==> config.mk <==
export PLATFORM = sky130hd
export DESIGN_NAME = dac_load_seq
export DESIGN_NICKNAME = d
export VERILOG_FILES = /design/src/rtl/dls_pkg.sv /design/src/rtl/dls_timer.sv /design/src/rtl/dls_shifter.sv /design/src/rtl/dls_ctrl.sv /design/src/rtl/dac_load_seq.sv
export SDC_FILE = /design/constraint.sdc
export NUM_CORES = 1
export LEC_CHECK = 0
export BUFFER_PORTS_ARGS = -buffer_cell sky130_fd_sc_hd__buf_2
export CORE_ASPECT_RATIO = 2
export CORE_UTILIZATION = 50
export DETAILED_ROUTE_END_ITERATION = 16
export GPL_TIMING_DRIVEN = 0
export PLACE_DENSITY = 0.71
export SKIP_CTS_REPAIR_TIMING = 1
export SYNTH_ARGS = -nofsm -noshare
export SYNTH_HDL_FRONTEND = slang
export SYNTH_SLANG_ARGS = --single-unit
==> constraint.sdc <==
create_clock -name clk -period 5 [get_ports clk]
set_input_delay 1 -clock clk [delete_from_list [all_inputs] [get_ports clk]]
set_output_delay 1 -clock clk [all_outputs]
set_load 0.01 [all_outputs]
==> src/rtl/dls_pkg.sv <==
package dls_pkg;
  typedef enum logic [2:0] {
    ST_IDLE,
    ST_SCLK_LO,
    ST_SCLK_HI,
    ST_LOAD,
    ST_CLR_SET,
    ST_CLR_LO
  } dls_state_e;
endpackage

==> src/rtl/dls_timer.sv <==
module dls_timer #(
  parameter int CNT_W = 4
) (
  input  logic             clk,
  input  logic             rst_n,
  input  logic             load,
  input  logic [CNT_W-1:0] load_val,
  output logic             zero
);
  logic [CNT_W-1:0] cnt_q, cnt_d;

  always_comb begin
    if (load)               cnt_d = load_val;
    else if (cnt_q != '0)   cnt_d = cnt_q - CNT_W'(1);
    else                    cnt_d = cnt_q;
  end

  always_ff @(posedge clk or negedge rst_n) begin
    if (!rst_n) cnt_q <= '0;
    else        cnt_q <= cnt_d;
  end

  assign zero = (cnt_q == '0);
endmodule

==> src/rtl/dls_shifter.sv <==
module dls_shifter #(
  parameter int FRAME_W = 16,
  parameter int CODE_W  = 12
) (
  input  logic              clk,
  input  logic              rst_n,
  input  logic              load,
  input  logic              advance,
  input  logic [CODE_W-1:0] code,
  output logic              bit_out,
  output logic              last_bit
);
  localparam int PAD_W = FRAME_W - CODE_W;
  localparam int BC_W  = $clog2(FRAME_W);

  logic [FRAME_W-1:0] sr_q, sr_d;
  logic [BC_W-1:0]    bc_q, bc_d;

  always_comb begin
    sr_d = sr_q;
    bc_d = bc_q;
    if (load) begin
      sr_d = {{PAD_W{1'b0}}, code};
      bc_d = BC_W'(FRAME_W - 1);
    end else if (advance) begin
      sr_d = {sr_q[FRAME_W-2:0], 1'b0};
      bc_d = bc_q - BC_W'(1);
    end
  end

  always_ff @(posedge clk or negedge rst_n) begin
    if (!rst_n) begin
      sr_q <= '0;
      bc_q <= '0;
    end else begin
      sr_q <= sr_d;
      bc_q <= bc_d;
    end
  end

  assign bit_out  = sr_q[FRAME_W-1];
  assign last_bit = (bc_q == '0);
endmodule

==> src/rtl/dls_ctrl.sv <==
module dls_ctrl
  import dls_pkg::*;
#(
  parameter int CNT_W       = 4,
  parameter int SCLK_HI_CYC = 4,
  parameter int SCLK_LO_CYC = 4,
  parameter int LOAD_CYC    = 4,
  parameter int CLR_CYC     = 4
) (
  input  logic             clk,
  input  logic             rst_n,
  input  logic             start,
  input  logic             op_reset,
  input  logic             reset_half,
  input  logic [1:0]       chan_n,
  input  logic             tmr_zero,
  input  logic             sh_last,
  output logic             tmr_load,
  output logic [CNT_W-1:0] tmr_val,
  output logic             sh_load,
  output logic             sh_adv,
  output logic             cs_n,
  output logic             sclk,
  output logic             load_a_n,
  output logic             load_b_n,
  output logic             clr_n,
  output logic             half,
  output logic             busy,
  output logic             done
);
  dls_state_e st_q, st_d;
  logic [1:0] sel_q, sel_d;
  logic cs_q, cs_d, sclk_q, sclk_d, lda_q, lda_d, ldb_q, ldb_d;
  logic clr_q, clr_d, half_q, half_d, busy_q, busy_d, done_q, done_d;

  always_comb begin
    st_d = st_q;   sel_d = sel_q;
    cs_d = cs_q;   sclk_d = sclk_q;
    lda_d = lda_q; ldb_d = ldb_q;
    clr_d = clr_q; half_d = half_q;
    busy_d = busy_q;
    done_d = 1'b0;
    tmr_load = 1'b0; tmr_val = '0;
    sh_load = 1'b0;  sh_adv = 1'b0;
    unique case (st_q)
      ST_IDLE: if (start) begin
        busy_d   = 1'b1;
        sel_d    = chan_n;
        tmr_load = 1'b1;
        if (op_reset) begin
          half_d  = reset_half;
          tmr_val = '0;
          st_d    = ST_CLR_SET;
        end else begin
          cs_d    = 1'b0;
          sclk_d  = 1'b0;
          sh_load = 1'b1;
          tmr_val = CNT_W'(SCLK_LO_CYC - 1);
          st_d    = ST_SCLK_LO;
        end
      end
      ST_SCLK_LO: if (tmr_zero) begin
        sclk_d   = 1'b1;
        tmr_load = 1'b1;
        tmr_val  = CNT_W'(SCLK_HI_CYC - 1);
        st_d     = ST_SCLK_HI;
      end
      ST_SCLK_HI: if (tmr_zero) begin
        tmr_load = 1'b1;
        if (sh_last) begin
          cs_d = 1'b1;
          if (sel_q == 2'b11) begin
            busy_d = 1'b0;
            done_d = 1'b1;
            st_d   = ST_IDLE;
          end else begin
            lda_d   = sel_q[0];
            ldb_d   = sel_q[1];
            tmr_val = CNT_W'(LOAD_CYC - 1);
            st_d    = ST_LOAD;
          end
        end else begin
          sh_adv  = 1'b1;
          sclk_d  = 1'b0;
          tmr_val = CNT_W'(SCLK_LO_CYC - 1);
          st_d    = ST_SCLK_LO;
        end
      end
      ST_LOAD: if (tmr_zero) begin
        lda_d  = 1'b1;
        ldb_d  = 1'b1;
        busy_d = 1'b0;
        done_d = 1'b1;
        st_d   = ST_IDLE;
      end
      ST_CLR_SET: if (tmr_zero) begin
        clr_d    = 1'b0;
        tmr_load = 1'b1;
        tmr_val  = CNT_W'(CLR_CYC - 1);
        st_d     = ST_CLR_LO;
      end
      ST_CLR_LO: if (tmr_zero) begin
        clr_d  = 1'b1;
        busy_d = 1'b0;
        done_d = 1'b1;
        st_d   = ST_IDLE;
      end
      default: st_d = ST_IDLE;
    endcase
  end

  always_ff @(posedge clk or negedge rst_n) begin
    if (!rst_n) begin
      st_q <= ST_IDLE;  sel_q <= 2'b11;
      cs_q <= 1'b1;     sclk_q <= 1'b1;
      lda_q <= 1'b1;    ldb_q <= 1'b1;
      clr_q <= 1'b1;    half_q <= 1'b0;
      busy_q <= 1'b0;   done_q <= 1'b0;
    end else begin
      st_q <= st_d;     sel_q <= sel_d;
      cs_q <= cs_d;     sclk_q <= sclk_d;
      lda_q <= lda_d;   ldb_q <= ldb_d;
      clr_q <= clr_d;   half_q <= half_d;
      busy_q <= busy_d; done_q <= done_d;
    end
  end

  assign cs_n = cs_q;   assign sclk = sclk_q;
  assign load_a_n = lda_q; assign load_b_n = ldb_q;
  assign clr_n = clr_q; assign half = half_q;
  assign busy = busy_q; assign done = done_q;
endmodule

==> src/rtl/dac_load_seq.sv <==
module dac_load_seq #(
  parameter int CODE_W      = 12,
  parameter int FRAME_W     = 16,
  parameter int SCLK_HI_CYC = 4,
  parameter int SCLK_LO_CYC = 4,
  parameter int LOAD_CYC    = 4,
  parameter int CLR_CYC     = 4
) (
  input  logic              clk,
  input  logic              rst_n,
  input  logic              start_i,
  input  logic              op_reset_i,
  input  logic              reset_half_i,
  input  logic [CODE_W-1:0] code_i,
  input  logic [1:0]        chan_n_i,
  output logic              dac_cs_n_o,
  output logic              dac_sclk_o,
  output logic              dac_sdo_o,
  output logic              dac_load_a_n_o,
  output logic              dac_load_b_n_o,
  output logic              dac_clr_n_o,
  output logic              dac_half_o,
  output logic              busy_o,
  output logic              done_o
);
  localparam int MAX_A   = (SCLK_HI_CYC > SCLK_LO_CYC) ? SCLK_HI_CYC : SCLK_LO_CYC;
  localparam int MAX_B   = (LOAD_CYC > CLR_CYC) ? LOAD_CYC : CLR_CYC;
  localparam int MAX_CYC = (MAX_A > MAX_B) ? MAX_A : MAX_B;
  localparam int CNT_W   = $clog2(MAX_CYC + 1);

  logic             tmr_load, tmr_zero, sh_load, sh_adv, sh_last;
  logic [CNT_W-1:0] tmr_val;

  dls_timer #(.CNT_W(CNT_W)) u_timer (
    .clk(clk), .rst_n(rst_n), .load(tmr_load), .load_val(tmr_val), .zero(tmr_zero)
  );

  dls_shifter #(.FRAME_W(FRAME_W), .CODE_W(CODE_W)) u_shift (
    .clk(clk), .rst_n(rst_n), .load(sh_load), .advance(sh_adv), .code(code_i),
    .bit_out(dac_sdo_o), .last_bit(sh_last)
  );

  dls_ctrl #(
    .CNT_W(CNT_W), .SCLK_HI_CYC(SCLK_HI_CYC), .SCLK_LO_CYC(SCLK_LO_CYC),
    .LOAD_CYC(LOAD_CYC), .CLR_CYC(CLR_CYC)
  ) u_ctrl (
    .clk(clk), .rst_n(rst_n), .start(start_i), .op_reset(op_reset_i),
    .reset_half(reset_half_i), .chan_n(chan_n_i), .tmr_zero(tmr_zero),
    .sh_last(sh_last), .tmr_load(tmr_load), .tmr_val(tmr_val),
    .sh_load(sh_load), .sh_adv(sh_adv), .cs_n(dac_cs_n_o), .sclk(dac_sclk_o),
    .load_a_n(dac_load_a_n_o), .load_b_n(dac_load_b_n_o), .clr_n(dac_clr_n_o),
    .half(dac_half_o), .busy(busy_o), .done(done_o)
  );
endmodule

==> results by group <==
Die
  • Core area: 3650 sq um
  • Number of I/O pins: 28
  • Die width: 45.9 um
  • Die Y: 89.8 um
  • Initial Util: ~53%
  • DIE AREA: 4120 sq um
  • Row cnt: 31

STA
  • Worst hold slack: a little under 0.5 ns
  • Final setup fails: 0
  • Worst Setup Slack, final: 2.90 ns
  • Slew headroom: 47.5%
  • Actual slew at the worst max-slew pin: 0.788 ns
  • Hold Vio Cnt, Final: 0
  • RSZ-0062 raised after global routing: false
  • Max Fclk: 0.475 GHz
  • Final Max Tran Viols: 0
  • Skew final: ~0.0083 ns
  • Clock period minus worst slack: 2.10 ns
  • Final period utilization: a little over two fifths
  • Fin Setup TNS: 0 ns

Synthesis
  • Post-synth EDFFs: 0
  • Sequential share of the synthesized area: approximately 47%
  • Area contributors post-synth: dfrtp_1 (38%), dfstp_2 (9.6%), a22oi_2 (6.5%), nand2_1 (6.4%), a21oi_1 (3.1%)
  • Post-synth top cells: nand2_1 (33), dfrtp_1 (29), nor2_1 (13)
  • Synth area leader: dfrtp_1
  • #FFs+latches synth: 36
  • Most frequent cell after synthesis: nand2_1
  • Yosys top cell area share: 37.7%
  • Synthesized net count: 208
  • Ys async rst share: 100%
  • Most used flip-flop cell after synthesis: dfrtp_1
  • Yosys cell types: 44
  • Synthesized area per cell: approximately 10 sq um
  • Syn Std Cell Area: 1930 sq um
  • Synthesized instance count: 186
  • Synthesis warning total: 0

Detailed routing
  • Routed WL: 4.31 mm
  • DRT Pass-1 Iters: 4
  • Vias post-DR: about 1,500
  • Post-route DRC: 0
  • Drt initial violations: between 40 and 50
  • Antenna-violating nets left: 0
  • Routed length per instance: about 16 um
  • Via density per instance: 5.57

Finish
  • Fin nets: around 240
  • Layout cell share with drive strength beyond 1: 33.0%
  • Diode count: 0
  • Final design utilization: 61.4%
  • Layout area overhead: 16.2%

CTS
  • Clk sinks: 36
  • Buffer levels on the longest clock path: 2
  • Clock Tree Root: clkbuf_8
  • Clock latency on the worst-skew pair: 0.29 ns
  • CTS Buf Count: 5
  • CTS tree: yes
  • Clock slew at reported path FFs: 0.08 ns
  • H-tree depth: 2

Worst setup path
  • Startpoint types: flip-flop
  • CP required: 5.17 ns
  • Crit path capture: u_shift.sr_q[11]
  • Worst Path Arrival: 2.28 ns
  • RR Endpoint: u_shift.sr_q[11]
  • Reg-to-Reg Start: u_timer.cnt_q[1]
  • Crit path from: u_timer.cnt_q[1]
  • CP Class: reg -> reg
  • Reg2reg setup slack: between 2 and 3 ns
  • R2r worst-path depth: 10
  • Crit end category: flip-flop
  • Crit path max fanout: 10

Place
  • DP Wirelength: 3.27 mm
  • PortBufs: 27
  • GPL Wtd Cong: 0.927
  • Pre-CTS WS: 2.62 ns

Global route
  • Antenna violations before repair: 0
  • Vias in the first global route: between 1,500 and 2,000
  • Global-route wire length before repair: 7.26 mm
  • Total grt overflow: 0
  • GRT Total Usage: 24.1%
  • Largest net degree at the start of global routing: 37

Power and ir drop
  • Leakage Power: 1.01 nW
  • VDD IR max: around 0.38 mV
  • P_int: 0.673 mW
  • Comb power frac: a little under a third
  • Seq pwr share: 43.8%
  • Sw Share: 35.0%
  • PwrDens: around 460 nW/um^2
  • Psw: 0.362 mW
  • Clk pwr share: between 20 and 30%

Hold path
  • Hold Crit Class: reg -> reg

Outcome
  • Status: finished, final reports clean

Job
  • Max_cap viols: 0
flip-flops by register name (all words and copies together), names as in the netlist, 2 cells and up:
name and count:
u_shift.sr_q 16, u_timer.cnt_q 3, u_shift.bc_q 4, u_ctrl.sel_q 2, u_ctrl.st_q 3
stage by stage:
| stage | instance area, sq um | total power [mW] | cells |
|---|---|---|---|
| after global placement | 2120 | 0.747 | 262 |
| after CTS | 2240 | 1.04 | 270 |
| final | 2240 | 1.04 | 270 |
| after floorplan | 1930 | 0.670 | 186 |
| after global routing | 2240 | 1.10 | 270 |
| after detailed placement | 2120 | 0.775 | 262 |
critical path, stage by stage (launching register included):
cell	delay, ns
dfrtp_1	0.37
inv_1	0.05
ha_1	0.17
ha_1	0.18
clkbuf_1	0.20
and4bb_2	0.36
and2_4	0.18
buf_6	0.13
buf_12	0.14
a22oi_2	0.12
nand2_1	0.07
final cells by class:
class | count | area [sq um]
plain buffers | 12 | 111
inverters | 10 | 37.5
multi-input cells | 128 | 867
well taps | 49 | 61.3
fillers | 347 | 1410
repair buffers | 27 | 135
clock inverters | 3 | 46.3
flip-flops and latches | 36 | 910
clock buffers | 5 | 68.8
per-layer routing:
| layer | global-route usage, % | share of wire [%] |
|---|---|---|
| met5 | 0 | 0 |
| met1 | 27.6 | 36 |
| met4 | 10.5 | 2.2 |
| met2 | 40.8 | 59 |
| met3 | 4.62 | 3.1 |
cells by family (layout without fill, tap and decap cells):
family	after synthesis	after routing	synth area share [%]
buf+inv	22	57	7.73
compound gates	51	51	21.5
simple gates	68	68	17.7
flops	36	36	47.2
mux	4	4	2.92
fa+ha+maj	3	3	1.95
xor+xnor	2	2	0.910
placed cells by master, fill, tap and decap left out, types with 2 or more instances in the layout:
master    netlist  layout
buf_12          2       2
inv_1           9       9
ha_1            3       3
a22oi_2        10      10
o211ai_1        2       2
a22o_1          5       5
dfrtp_1        29      29
nand2_2         2       2
clkbuf_1        2       2
o21ai_0         4       4
and2_4          2       2
dfstp_2         7       7
nor3b_1         2       2
a21oi_1        12      12
a31oi_1         3       3
nor2_1         13      13
buf_2           3      30
clkbuf_8        0       5
nor2b_1         4       4
nand2_1        33      33
mux2_2          3       3
a22oi_1         4       4
nand3_1         4       4
buf_6           4       4
o22ai_1         2       2
xor2_1          2       2
nor3_1          2       2
worst min path at each step:
stage | from | endpoint | slack [ns] | depth (start not counted)
after floorplan | u_shift.sr_q[11] | u_shift.sr_q[11] | 0.45 | 2
after global placement | u_shift.sr_q[1] | u_shift.sr_q[1] | 0.46 | 2
after detailed placement | u_shift.sr_q[1] | u_shift.sr_q[1] | 0.47 | 2
after CTS | u_ctrl.clr_n | u_ctrl.clr_n | 0.49 | 2
after global routing | u_ctrl.clr_n | u_ctrl.clr_n | 0.50 | 2
final | u_ctrl.clr_n | u_ctrl.clr_n | 0.48 | 2
power groups by stage:
stage                     clock, mW  sequential (mW)  combinational, mW
after floorplan                   0            0.450              0.220
after global placement            0            0.450              0.296
after detailed placement          0            0.459              0.316
after CTS                     0.267            0.454              0.318
after global routing          0.281            0.463              0.358
final                         0.263            0.453              0.319
Note: power is estimated with default switching activity, not from simulation.
